File: src/rtl/txline_pkg.sv
package txline_pkg;

  typedef enum logic [2:0] {
    ST_IDLE  = 3'd0,
    ST_START = 3'd1,
    ST_DATA  = 3'd2,
    ST_PAR   = 3'd3,
    ST_STOP  = 3'd4
  } txline_state_e;

  typedef struct packed {
    logic [1:0] width;
    logic       par_en;
    logic       par_odd;
    logic [1:0] stop;
    logic [1:0] rate;
  } txline_cfg_t;

  // stop length in half-bit units
  function automatic logic [2:0] stop_halves(input logic [1:0] code);
    case (code)
      2'd0:    stop_halves = 3'd2;
      2'd1:    stop_halves = 3'd3;
      default: stop_halves = 3'd4;
    endcase
  endfunction

endpackage

File: src/rtl/txline_edge.sv
module txline_edge #(
  parameter int SYNC = 2
) (
  input  logic clk_i,
  input  logic rst_ni,
  input  logic async_i,
  output logic fall_o
);
  logic [SYNC-1:0] sync_q;
  logic            last_q;

  always_ff @(posedge clk_i or negedge rst_ni) begin
    if (!rst_ni) sync_q[0] <= 1'b0;
    else         sync_q[0] <= async_i;
  end

  for (genvar g = 1; g < SYNC; g++) begin : g_sync
    always_ff @(posedge clk_i or negedge rst_ni) begin
      if (!rst_ni) sync_q[g] <= 1'b0;
      else         sync_q[g] <= sync_q[g-1];
    end
  end

  always_ff @(posedge clk_i or negedge rst_ni) begin
    if (!rst_ni) last_q <= 1'b0;
    else         last_q <= sync_q[SYNC-1];
  end

  assign fall_o = last_q & ~sync_q[SYNC-1];
endmodule

File: src/rtl/txline_hold.sv
module txline_hold #(
  parameter int DW = 8
) (
  input  logic          clk_i,
  input  logic          rst_ni,
  input  logic          wr_i,
  input  logic [DW-1:0] wr_data_i,
  input  logic          take_i,
  output logic          full_o,
  output logic [DW-1:0] data_o
);
  always_ff @(posedge clk_i or negedge rst_ni) begin
    if (!rst_ni) begin
      full_o <= 1'b0;
      data_o <= '0;
    end else begin
      if (take_i) full_o <= 1'b0;
      if (wr_i) begin
        full_o <= 1'b1;
        data_o <= wr_data_i;
      end
    end
  end
endmodule

File: src/rtl/txline_framer.sv
module txline_framer
  import txline_pkg::*;
#(
  parameter int DW      = 8,
  parameter int FAC_MID = 16,
  parameter int FAC_HI  = 64
) (
  input  logic          clk_i,
  input  logic          rst_ni,
  input  logic          fall_i,
  input  logic          load_ok_i,
  input  logic [DW-1:0] load_data_i,
  input  txline_cfg_t   cfg_i,
  output logic          take_o,
  output logic          line_o,
  output txline_state_e state_o
);
  localparam int CNTW = $clog2(FAC_HI * 2) + 1;
  localparam int IW   = $clog2(DW);
  localparam int MINW = DW - 3;

  txline_state_e   state_q;
  txline_cfg_t     cfg_q;
  logic [CNTW-1:0] cnt_q;
  logic [IW-1:0]   idx_q;
  logic [DW-1:0]   sh_q;
  logic            par_q;

  logic [CNTW-1:0] fac;
  logic [CNTW+2:0] stop_prod;
  logic [CNTW-1:0] stop_len;
  logic [IW-1:0]   last_idx;
  logic            bit_end, stop_end;
  logic [DW-1:0]   masked;
  logic            par_new;

  always_comb begin
    case (cfg_q.rate)
      2'd0:    fac = CNTW'(1);
      2'd1:    fac = CNTW'(FAC_MID);
      default: fac = CNTW'(FAC_HI);
    endcase
  end

  assign stop_prod = ({3'b000, fac} * {{CNTW{1'b0}}, stop_halves(cfg_q.stop)}) + (CNTW+3)'(1);
  assign stop_len  = CNTW'(stop_prod >> 1);
  assign last_idx  = IW'(cfg_q.width) + IW'(MINW - 1);
  assign bit_end   = (cnt_q == fac - CNTW'(1));
  assign stop_end  = (cnt_q == stop_len - CNTW'(1));

  // parity over the bits that the incoming setting will send
  for (genvar g = 0; g < DW; g++) begin : g_mask
    assign masked[g] = load_data_i[g] & (g < (int'(cfg_i.width) + MINW));
  end
  assign par_new = (^masked) ^ cfg_i.par_odd;

  assign take_o = fall_i & load_ok_i &
                  ((state_q == ST_IDLE) | ((state_q == ST_STOP) & stop_end));

  always_ff @(posedge clk_i or negedge rst_ni) begin
    if (!rst_ni) begin
      state_q <= ST_IDLE;
      cfg_q   <= '0;
      cnt_q   <= '0;
      idx_q   <= '0;
      sh_q    <= '0;
      par_q   <= 1'b0;
    end else if (fall_i) begin
      case (state_q)
        ST_START: begin
          if (bit_end) begin
            state_q <= ST_DATA;
            cnt_q   <= '0;
            idx_q   <= '0;
          end else cnt_q <= cnt_q + CNTW'(1);
        end
        ST_DATA: begin
          if (bit_end) begin
            cnt_q <= '0;
            sh_q  <= sh_q >> 1;
            if (idx_q == last_idx) state_q <= cfg_q.par_en ? ST_PAR : ST_STOP;
            else                   idx_q   <= idx_q + IW'(1);
          end else cnt_q <= cnt_q + CNTW'(1);
        end
        ST_PAR: begin
          if (bit_end) begin
            state_q <= ST_STOP;
            cnt_q   <= '0;
          end else cnt_q <= cnt_q + CNTW'(1);
        end
        ST_STOP: begin
          if (stop_end) begin
            state_q <= ST_IDLE;
            cnt_q   <= '0;
          end else cnt_q <= cnt_q + CNTW'(1);
        end
        default: state_q <= ST_IDLE;
      endcase
      if (take_o) begin
        state_q <= ST_START;
        cnt_q   <= '0;
        sh_q    <= load_data_i;
        cfg_q   <= cfg_i;
        par_q   <= par_new;
      end
    end
  end

  always_comb begin
    case (state_q)
      ST_START: line_o = 1'b0;
      ST_DATA:  line_o = sh_q[0];
      ST_PAR:   line_o = par_q;
      default:  line_o = 1'b1;
    endcase
  end

  assign state_o = state_q;
endmodule

File: src/rtl/txline_tx.sv
module txline_tx
  import txline_pkg::*;
#(
  parameter int DW      = 8,
  parameter int FAC_MID = 16,
  parameter int FAC_HI  = 64,
  parameter int SYNC    = 2
) (
  input  logic          clk_i,
  input  logic          rst_ni,
  input  logic          txclk_i,
  input  logic          tx_en_i,
  input  logic          cts_ni,
  input  logic          brk_i,
  input  logic [1:0]    cfg_width_i,
  input  logic          cfg_par_en_i,
  input  logic          cfg_par_odd_i,
  input  logic [1:0]    cfg_stop_i,
  input  logic [1:0]    cfg_rate_i,
  input  logic          in_valid_i,
  input  logic [DW-1:0] in_data_i,
  output logic          in_ready_o,
  output logic          txd_o,
  output logic          tx_empty_o
);
  logic          fall, take, hold_full, line;
  logic [DW-1:0] hold_data;
  txline_state_e fr_state;
  txline_cfg_t   cfg;

  assign cfg = '{width: cfg_width_i, par_en: cfg_par_en_i, par_odd: cfg_par_odd_i,
                 stop: cfg_stop_i, rate: cfg_rate_i};

  txline_edge #(.SYNC(SYNC)) u_edge (
    .clk_i(clk_i), .rst_ni(rst_ni), .async_i(txclk_i), .fall_o(fall)
  );

  txline_hold #(.DW(DW)) u_hold (
    .clk_i(clk_i), .rst_ni(rst_ni),
    .wr_i(in_valid_i & in_ready_o), .wr_data_i(in_data_i),
    .take_i(take), .full_o(hold_full), .data_o(hold_data)
  );

  txline_framer #(.DW(DW), .FAC_MID(FAC_MID), .FAC_HI(FAC_HI)) u_framer (
    .clk_i(clk_i), .rst_ni(rst_ni), .fall_i(fall),
    .load_ok_i(hold_full & tx_en_i & ~cts_ni), .load_data_i(hold_data),
    .cfg_i(cfg), .take_o(take), .line_o(line), .state_o(fr_state)
  );

  assign in_ready_o = ~hold_full & tx_en_i;
  assign tx_empty_o = (fr_state == ST_IDLE) & ~hold_full;
  assign txd_o      = line & ~brk_i;
endmodule

File: config.mk
export PLATFORM = sky130hd
export DESIGN_NAME = txline_tx
export DESIGN_NICKNAME = d
export VERILOG_FILES = /design/src/rtl/txline_pkg.sv /design/src/rtl/txline_edge.sv /design/src/rtl/txline_hold.sv /design/src/rtl/txline_framer.sv /design/src/rtl/txline_tx.sv
export SDC_FILE = /design/constraint.sdc
export NUM_CORES = 1
export LEC_CHECK = 0
export ABC_AREA = 1
export CAP_MARGIN = 20
export CORE_ASPECT_RATIO = 1.2
export CORE_MARGIN = 2
export CORE_UTILIZATION = 30
export DETAILED_ROUTE_END_ITERATION = 12
export PLACE_DENSITY = 0.6
export SLEW_MARGIN = 20
export SYNTH_ARGS = -nofsm -noshare
export SYNTH_HDL_FRONTEND = slang
export SYNTH_SLANG_ARGS = --single-unit
File: constraint.sdc
create_clock -name clk_i -period 4.2 [get_ports clk_i]
set_clock_uncertainty 0.15 [all_clocks]
set_input_delay 0.84 -clock clk_i [delete_from_list [all_inputs] [get_ports clk_i]]
set_output_delay 0.84 -clock clk_i [all_outputs]
set_load 0.1 [all_outputs]
# Word-level counts from Yosys, hierarchy flattened
# Cells that the tools add are included.
# word_totals
ff_bits	42
rom_bits	0
word_cells	110
output_inout_bits	3
mem_count	0
latchBits	0
input_bits	23
mem_bits_rw	0
# op_classes
n_eq_ne	17
add_sub_neg	7
order_cmp	8
n_mux	24
n_bitwise	24
reduce_logical	15
shifts	0
div	0
multipliers	1
# ops
op	n
$lt 4x32->1 const A	4
$lt 3x32->1 const A	2
$mux 8	6
$lt 1x32->1 const A	1
$lt 2x32->1 const A	1
$mux 3	10
$and 1x1->1	18
$eq 8x8->1	2
$pmux 8 s2	1
$ne 3x2->1 const B	5
$pmux 7 s2	1
$pmux 3 s2	2
$pmux 3 s4	1
$add 9x1->9 const B	1
$mul 7x3->9	1
$add 8x1->8 const B	1
$reduce_bool 2->1	4
$reduce_xor 8->1	1
$sub 7x1->8 const B	1
$sub 8x1->8 const B	1
$eq 3x2->1 const B	2
$reduce_and 6->1	1
$reduce_and 5->1	1
$add 2x3->4 const B	1
other kinds (19)	27

# Logic depth before layout (Yosys ltp)
# Gate-level depths: netlist of the first run.
# logic_depth
ltp_word	11
ltp_mapped	19
ltp_nobuf	18

# Hierarchy
# Synthesis of the first run repeated with hierarchy kept, for this count alone.
# hier_totals
hier_cells	363
area_unflattened_um2	2573.7
# modules_own_cells
module	n_inst	cells_per_inst	seq_area_each_um2	area_each_um2
txline_framer	1	305	750.7	2083.2
txline_hold	1	38	225.2	341.6
txline_edge	1	5	75.1	85.1
txline_tx	1	15	0.0	63.8

# Least setup slack after synthesis of the first run
# Ideal clock, no wire load.
# synth_path
kind	input port to output port
startpoint	input port brk_i
endpoint	output port txd_o
n_path_buf	0
t_arrival_ns	2.368
slack_ns	0.842
cell_stages	1
required_ns	3.210
path_cell_list	a31oi_1
# synth_between
elab_chain_cells	2
# synth_lines
item	line	source
start, declared	txline_tx.sv:14	input logic brk_i,
$not 1->1	txline_tx.sv:52	assign txd_o = line & ~brk_i;
$and 1x1->1	txline_tx.sv:52	
end, declared	txline_tx.sv:23	output logic txd_o,
# No other way between the ends.

# Final worst setup path of the first run
# layout_path
startpoint	register u_framer.cfg_q[3] in the netlist's numbering
endpoint	register u_framer.sh_q[3]
# layout_between
elab_chain_cells	11
# layout_lines
item	line	source
start, declared	txline_framer.sv:23	txline_cfg_t cfg_q;
start signal, assigned	txline_framer.sv:103	cfg_q <= cfg_i;
$eq 2x1->1 / $logic_not 2->1 (equally long branches)	txline_pkg.sv:21	case (code)
$pmux 3 s2 (*)	txline_pkg.sv:21	
$mul 7x3->9 (*)	txline_framer.sv:45	assign stop_prod = ({3'b000, fac} * {{CNTW{1'b0}}, stop_halves(cfg_q.stop)}) + (CNTW+3)'(1);
$add 9x1->9 (*)	txline_framer.sv:45	
$sub 8x1->8 (*)	txline_framer.sv:49	assign stop_end = (cnt_q == stop_len - CNTW'(1));
$eq 8x8->1 (*)	txline_framer.sv:49	
$and 1x1->1 (*)	txline_framer.sv:58	((state_q == ST_IDLE) | ((state_q == ST_STOP) & stop_end));
$or 1x1->1 (*)	txline_framer.sv:58	
$and 1x1->1 (*)	txline_framer.sv:57	assign take_o = fall_i & load_ok_i &
$reduce_bool 2->1 (no source line)	n/a	
$reduce_and 3->1 (no source line)	n/a	
end signal, assigned	txline_framer.sv:80	sh_q <= sh_q >> 1;
end signal, assigned	txline_framer.sv:102	sh_q <= load_data_i;
end, declared	txline_framer.sv:26	logic [DW-1:0] sh_q;
# Every way passes the cells marked *; elsewhere a longest branch is shown, timed or not.
# A chain may end at the register's enable or synchronous reset.

==> flow_metrics.tcl, run 1 <==
set metrics [dict create \
    status "complete, no violations" \
    grt_pass1_wl_mm 10.0 \
    die_h_um 104 \
    cp_data_required_time_ps 4270 \
    ys_types 27 \
    final_cell_mix "nand2_1, inv_1, nor2_1" \
    path_max_fanout 31 \
    endpoint_kind "register" \
    avgRoutedWirePerCell_um 11.1 \
    drc 0 \
    port_buffers 25 \
    coreArea_mm2 0.00815 \
    async_flop_share 1.00 \
    cts-root-buf "clkbuf_8" \
    syn2layout_area_growth_pct 18.2 \
    p_leak_nw 1.54 \
    setup_violations 0 \
    crit_type "reg2reg" \
    grt_pass1_vias 2182 \
    yosysSeqAreaShare 0.418 \
    seq_area_mm2 0.00105 \
    synth_top_area_frac 0.418 \
    rsz0062_at_grt "no" \
    synth_area_leaders "dfrtp_1, nand2_1, inv_1, nor2_1, nand3_1" \
    setup_slack_ps 1300 \
    setup_tns_ps 0 \
    ioPinCount 26 \
    htree_levels 2 \
    finalMaxSlewViolations 0 \
    finalNetCount 405 \
    clockBufferDepth 2 \
    grt_antenna_before_repair 0 \
    drt_wl_total_mm 5.47 \
    clock-sinks 42 \
    synth-seq-cells 42 \
    hold_viol_final 0 \
    arrival_ps 2970 \
    holdPathStages 0 \
    ctsHoldBuffers 0 \
    clk_pin_slew_ps 90 \
    powerDensity_mw_per_mm2 618 \
    rrSetupSlack_ps 1300 \
    netlist_instances 351 \
    ys.warnings.count 0 \
    drtIter0Drc 179 \
    clk_latency_ps 300 \
    min_from "u_edge.sync_q[0]" \
    gr-total-overflow 0 \
    dieArea_mm2 0.00913 \
    crit_path_start "u_framer.cfg_q[3]" \
    synth_area_mm2 0.00251 \
    drt_pass1_iterations 4 \
    dp_slack_ps 1280 \
    fillers 869 \
    grt_use_total 0.134 \
    antenna_left 0 \
    rows 36 \
    cts_inserted_buffers 5 \
    ir_drop_mv 0.279 \
    synth-edff-count 0 \
    reg2reg_depth 17 \
    timing.final.crit_share 0.690 \
    relSlewSlack 0.375 \
    synth_nets 378 \
    antenna_cells 0 \
    yosysTopAreaCell "dfrtp_1" \
    max_cap_violations 0 \
    num_vias 2250 \
    tightest_slew_ps 938 \
    layout_min_cycle_time_ps 2900 \
    cts_tree "built" \
    start_kind "register" \
    multiInputGateArea_mm2 0.00122 \
    final_common_cell "nand2_1" \
    dpl.hpwl_mm 4.13 \
    hold_path_class "reg2reg" \
    avgSynthCellArea_um2 7.16 \
    fp.dieW_um 87.6 \
    cts_resized 0 \
    synth_ff_type "dfrtp_1" \
    clock.fmax_mhz 345 \
    grt_max_degree 43 \
    cts_setup_buffers 0 \
    via_per_inst 4.56 \
    start_util 0.308 \
    drive_above_1_share 0.0739 \
    reg2reg_from "u_framer.cfg_q[3]" \
    place.gp.congestion 0.827 \
]
## cell families (layout without fill, tap and decap cells)
kind of cell    count (synthesis)  in the layout  share of synthesized area
simple gates                  193            193                      0.329
flops                          42             42                      0.418
mux                             2              2                    0.00895
fa+ha+maj                       4              4                     0.0199
compound gates                 36             36                     0.0811
buf+inv                        61             89                     0.0980
xor+xnor                       13             13                     0.0453
## worst paths after layout
check / endpoint
min: u_edge.sync_q[1]
max in group asynchronous: u_framer.sh_q[4]
max: u_framer.sh_q[3]
max reg2reg: u_framer.sh_q[3]
min in group asynchronous: u_hold.data_o[4]
min reg2reg: u_edge.sync_q[1]
## worst max-delay path, stage by stage, from the launching register on
cell and delay [ps]:
dfrtp_1 420, inv_2 130, nand2_1 110, nor2_1 100, ha_1 240, inv_1 80, nand3_1 90, nand2_1 80
nand2_1 50, nand2_1 50, nand2_1 70, nor2_2 160, nand3_4 170, nand2_1 120, nand2_2 320, nand2_2 300
nor2_1 60, nor2_1 100
## metrics by stage
| step | power (mW) | hold slack [ps] | cells | instance area (µm²) | utilization |
|---|---|---|---|---|---|
| floorplan | 1.32 | 181 | 351 | 2510 | - |
| global placement | 1.50 | 190 | 485 | 2860 | 0.351 |
| detailed placement | 1.52 | 199 | 485 | 2860 | 0.351 |
| CTS | 1.85 | 220 | 493 | 2970 | 0.364 |
| global route | 2.03 | 240 | 493 | 2970 | 0.364 |
| finish | 1.84 | 214 | 493 | 2970 | 0.364 |
## registers in the layout, summed over array words and instances, names as in the netlist
| register | count |
|---|---|
| u_edge.sync_q | 2 |
| u_hold.data_o | 8 |
| u_hold.full_o | 1 |
| u_edge.last_q | 1 |
| u_framer.cfg_q | 7 |
| u_framer.sh_q | 8 |
| u_framer.cnt_q | 8 |
| u_framer.idx_q | 3 |
| u_framer.state_o | 3 |
| u_framer.par_q | 1 |
## cells in the mapped netlist (2+ instances only)
cell and number:
nor2_1 43, xor2_1 8, xnor2_1 5, nand2_2 2, ha_1 4, inv_1 50
nor3_1 5, o21ai_1 14, mux2_2 2, nand2_1 96, nand3_1 30, nand4_1 11
dfrtp_1 42, nor2_2 3, a21oi_1 9, o21ai_0 8, buf_6 2, inv_2 6
o21bai_1 2, buf_2 2
## area by class of cell
cell class | instances | area share
multi-input cells | 248 | 0.410
repair buffers | 25 | 0.0800
well taps | 114 | 0.0480
clock inverters | 3 | 0.0147
clock buffers | 5 | 0.0232
flip-flops and latches | 42 | 0.354
inverters | 56 | 0.0707
## layer usage
metal | track usage | vias up | share of wire
met5 | 0 | - | 0
met4 | 0.0418 | 0 | 0.019
met3 | 0.0222 | 8 | 0.032
met2 | 0.214 | 37 | 0.47
met1 | 0.185 | 1043 | 0.48
li1 | - | 1162 | -
## power breakdown
group          internal, mW  switching, mW  leakage, nW
registers             0.544          0.120        0.497
logic                 0.310          0.535        0.985
clock network         0.178          0.150       0.0585
Note: power is estimated with default switching activity, not from simulation.
==> run 2, diff against run 1 <==
Clock period 4.2 ns to 2.7 ns, I/O delays scaled along.
==> run 2 against run 1 <==
Via count is 0.27% lower. Design area is 4.8% higher. Flip-flop and latch count stayed put. Non-clock buffer count is 11 higher. Clock power is 53% higher. Count of clock-buffer cells in the layout stayed put. Hold slack worse by 7.7 ps.
==> flow_metrics.tcl, run 2 (synthesized netlist as in run 1, its figures left out) <==
set metrics [dict create \
    setup_violations 0 \
    drtIter0Drc 95 \
    dieArea_mm2 0.00913 \
    wl_met1_mm 2.55 \
    dpl.hpwl_mm 4.45 \
    critPathBufInv 2 \
    drc 0 \
    antenna_left 0 \
    max_cap_violations 0 \
    clockBufferDepth 2 \
    fin_area_mm2 0.00311 \
    finalMaxSlewViolations 0 \
    crit_chain "nor2_1, nand2_1, inv_1, nand2_1, a31oi_2, buf_12" \
    placed_area_mm2 0.00297 \
    top_regs "u_framer.cnt_q: 8 flops, u_framer.sh_q: 8 flops, u_hold.data_o: 8 flops" \
    status "complete, no violations" \
    antenna_cells 0 \
    place.gp.congestion 0.891 \
    powerDensity_mw_per_mm2 941 \
    cts_inserted_buffers 5 \
    final_util 0.382 \
    relSlewSlack 0.708 \
    grt_antenna_before_repair 0 \
    timing.final.crit_share 0.912 \
    via_per_inst 4.45 \
    finalNetCount 416 \
    hold_viol_final 0 \
    crit_top_cell "nand2_1" \
    arrival_ps 1770 \
    drt_wl_total_mm 5.55 \
    clock.fmax_mhz 406 \
    grt_max_degree 28 \
    start_util 0.308 \
    path_max_fanout 6 \
    drive_above_1_share 0.110 \
    route.top_layer_used "met4" \
    route.met2.wl_mm 2.71 \
    htree_levels 2 \
    crit_type "reg2out" \
    setup_tns_ps 0 \
    ir_drop_mv 0.481 \
    fin_cells 504 \
    grt_pass1_vias 2188 \
    start_kind "register" \
    syn2layout_area_growth_pct 23.8 \
    clk_pin_slew_ps 80 \
    ioPinCount 26 \
    endpoint_kind "primary output" \
    clock-sinks 42 \
    hold_path_class "reg2reg" \
    num_vias 2244 \
    grt_pass1_wl_mm 9.60 \
    whs_ps 206 \
    cts-root-buf "clkbuf_8" \
    final_common_cell "nand2_1" \
    avgRoutedWirePerCell_um 11.0 \
    dr_wl_met3_um 190 \
    placed_cells 494 \
    critical_path.top_delay_family "flip-flops" \
    power_mw 2.93 \
    die_h_um 104 \
    drt_pass1_iterations 4 \
    gr-total-overflow 0 \
    rsz0062_at_grt "no" \
    coreArea_mm2 0.00815 \
    setup_slack_ps 239 \
    fp.dieW_um 87.6 \
    grt_use_total 0.132 \
    cts_tree "built" \
    dp_slack_ps 189 \
    layout_min_cycle_time_ps 2460 \
    cp_data_required_time_ps 2010 \
    critPathMaxStageDelay_ps 440 \
    final_cell_mix "nand2_1, inv_1, nor2_1, dfrtp_1, nand3_1" \
    tightest_slew_ps 437 \
    rows 36 \
    slowest_stage "dfrtp_1" \
    p_leak_nw 1.60 \
    clk_latency_ps 300 \
    port_buffers 25 \
]
==> run 2: cell types whose count changed in the layout (fill, tap and decap cells not counted), sizes merged <==
| cell | before | now |
|---|---|---|
| clkinvlp | 0 | 2 |
| buf | 4 | 14 |
| dlygate4sd3 | 0 | 1 |
| clkinv | 1 | 0 |
| inv | 57 | 56 |
==> run 2: worst register-to-register path, cell delays in order, from the launching register on <==
cell and delay (ps):
dfrtp_1 400, inv_2 110, nand2_1 90, nor2_1 100, ha_1 240, inv_1 70, nand3_1 90, nand2_1 80
nand2_1 50, nand2_1 50, nand2_1 60, nor2_2 160, nand3_4 110, nand2_1 110, nand2_4 90, buf_4 170
nand3_1 70, nand2_1 50, nor2_1 90
==> run 2: layout make-up <==
type | instances | area [µm²]
flip-flops and latches | 42 | 1050
clock inverters | 3 | 45.0
well taps | 114 | 143
multi-input cells | 248 | 1230
clock buffers | 5 | 68.8
repair buffers | 36 | 360
inverters | 56 | 210
fillers | 864 | 5040
==> run 2: repair_timing <==
item | CTS | global route
resized for setup | 0 | 4
hold buffers | 1 | 0
buffers inserted | 0 | 1
endpoints found under the hold margin | 7 | 0
endpoints found under the setup margin | 0 | 22
==> run 2: layer usage <==
metal | GRT usage | up-vias
li1 | - | 1180
met5 | 0 | -
met1 | 0.162 | 1012
met3 | 0.0294 | 10
met4 | 0.0516 | 0
met2 | 0.220 | 42
==> run 2: final timing paths <==
path / slack [ps] / cells past startpoint / endpoint / startpoint
max: 240 / 6 / txd_o / u_framer.state_o[2]
min: 210 / 0 / u_edge.sync_q[1] / u_edge.sync_q[0]
max reg2reg: 280 / 18 / u_framer.sh_q[5] / u_framer.cfg_q[3]
min reg2reg: 210 / 0 / u_edge.sync_q[1] / u_edge.sync_q[0]
max in group asynchronous: 1160 / 3 / u_framer.cfg_q[1] / rst_ni
min in group asynchronous: 530 / 2 / u_hold.data_o[0] / rst_ni
==> run 2: report_power, final <==
group	switching [mW]	internal [mW]
Clock	0.226	0.275
Sequential	0.175	0.849
Combinational	0.853	0.552
Total	1.25	1.68
==> run 3, diff against run 2 <==
Settings changed: CAP_MARGIN 20 to 5, CELL_PAD_IN_SITES_DETAIL_PLACEMENT set to 0, CELL_PAD_IN_SITES_GLOBAL_PLACEMENT set to 2, PLACE_DENSITY 0.6 to 0.87.
==> run 3 against run 2 <==
The run now ends with negative hold slack left. Wire length rose by 8.3%. Setup slack gained 21 ps. Non-clock buffer count did not move. Sequential share of layout area up 0.37 points. First-iteration DRC count down 36%. Register-to-register slack got worse by 20 ps. Combinational power barely moved. Critical path depth grew 12. Largest power group unchanged.
==> flow_metrics.tcl, run 3 (synthesized netlist as in run 1, its figures left out) <==
set metrics [dict create \
    status "finished with violations" \
    grt_max_degree 18 \
    clock.fmax_mhz 410 \
    cts_setup_buffers 0 \
    cts_resized 0 \
    fp.dieW_um 87.6 \
    rows 36 \
    drtIter0Drc 61 \
    hold_path_class "in2async" \
    path_max_fanout 9 \
    cts_inserted_buffers 5 \
    start_util 0.308 \
    grt_pass1_wl_mm 10.6 \
    avgRoutedWirePerCell_um 11.9 \
    clock-sinks 42 \
    cp_data_required_time_ps 2780 \
    rsz0062_at_grt "no" \
    layout_min_cycle_time_ps 2440 \
    antenna_cells 0 \
    antenna_left 0 \
    clk_latency_ps 290 \
    grt_antenna_before_repair 0 \
    max_cap_violations 0 \
    finalNetCount 416 \
    timing.final.crit_share 0.904 \
    whs_ps -8.13 \
    violations "negative hold slack" \
    endpoint_kind "register" \
    coreArea_mm2 0.00815 \
    grt_pass1_vias 2246 \
    seq_area_mm2 0.00105 \
    final_cell_mix "nand2_1, inv_1, nor2_1, dfrtp_1, nand3_1" \
    start_kind "register" \
    final_common_cell "nand2_1" \
    gr-total-overflow 0 \
    htree_levels 2 \
    placed_area_mm2 0.00299 \
    num_vias 2176 \
    clockBufferDepth 2 \
    hold_viol_final 12 \
    fillers 892 \
    dpl.hpwl_mm 4.73 \
    drc 0 \
    cts_tree "built" \
    top_regs "u_framer.cnt_q: 8 flops, u_framer.sh_q: 8 flops, u_hold.data_o: 8 flops" \
    cts-root-buf "clkbuf_8" \
    placed_cells 496 \
    ctsHoldBuffers 0 \
    fin_cells 503 \
    final_util 0.377 \
    tightest_slew_ps 456 \
    p_leak_nw 1.60 \
    place.gp.congestion 0.795 \
    setup_violations 0 \
    die_h_um 104 \
    fin_area_mm2 0.00308 \
    drive_above_1_share 0.103 \
    drt_wl_total_mm 6.01 \
    rrSetupSlack_ps 260 \
    multiInputGateArea_mm2 0.00123 \
    drt_pass1_iterations 4 \
    dieArea_mm2 0.00913 \
    setup_tns_ps 0 \
    arrival_ps 2520 \
    clk_pin_slew_ps 80 \
    crit_type "reg2reg" \
    grt_use_total 0.144 \
    powerDensity_mw_per_mm2 918 \
    finalMaxSlewViolations 0 \
    relSlewSlack 0.695 \
    syn2layout_area_growth_pct 22.3 \
    port_buffers 25 \
    ioPinCount 26 \
    ir_drop_mv 0.427 \
    via_per_inst 4.33 \
]
run 3: final cells by class:
class,count,area share
multi-input cells,248,0.400
flip-flops and latches,42,0.342
repair buffers,36,0.118
inverters,56,0.0683
well taps,114,0.0464
clock buffers,5,0.0224
clock inverters,2,0.00325
run 3: power breakdown:
part	switching, mW	leakage (nW)	internal, mW
clock network	0.225	0.0438	0.174
registers	0.187	0.497	0.847
logic	0.846	1.06	0.545
run 3: worst max-delay path: stages, from the launching register on:
cell and delay (ps):
dfrtp_1 410, inv_2 120, nand2_1 100, nor2_1 100, ha_1 240, inv_1 70, nand3_1 100, nand2_1 80
nand2_1 40, nand2_1 50, nand2_1 60, nor2_2 160, nand3_4 100, nand2_1 120, nand2_4 100, buf_4 180
nand3_1 60, nand2_1 50, nor2_1 70
run 3: metal layers:
layer  up-vias  wire length (µm)  global-route usage
met1       965              2760               0.189
met2        27              3010               0.245
met4         0                58              0.0297
met5         -                 0                   0
li1       1179                 -                   -
met3         5               170              0.0278
run 3: final timing paths:
check / startpoint / endpoint / cells past startpoint
max in group asynchronous: rst_ni / u_framer.state_o[0] / 2
max reg2reg: u_framer.cfg_q[3] / u_framer.sh_q[6] / 18
min in group clk_i: u_edge.sync_q[0] / u_edge.sync_q[1] / 0
max: u_framer.cfg_q[3] / u_framer.sh_q[6] / 18
min reg2reg: u_edge.sync_q[0] / u_edge.sync_q[1] / 0
min: rst_ni / u_hold.data_o[1] / 1
run 3: stage by stage:
step / power (mW) / hold slack, ps / setup WS [ps]
5_1_grt: 3.12 / 8.48 / 26.7
2_1_floorplan: 2.06 / 94.4 / 58.2
3_5_place_dp: 2.44 / 193 / 199
3_3_place_gp: 2.44 / 185 / 247
6_report: 2.82 / -8.13 / 260
4_1_cts: 2.85 / 4.59 / 196
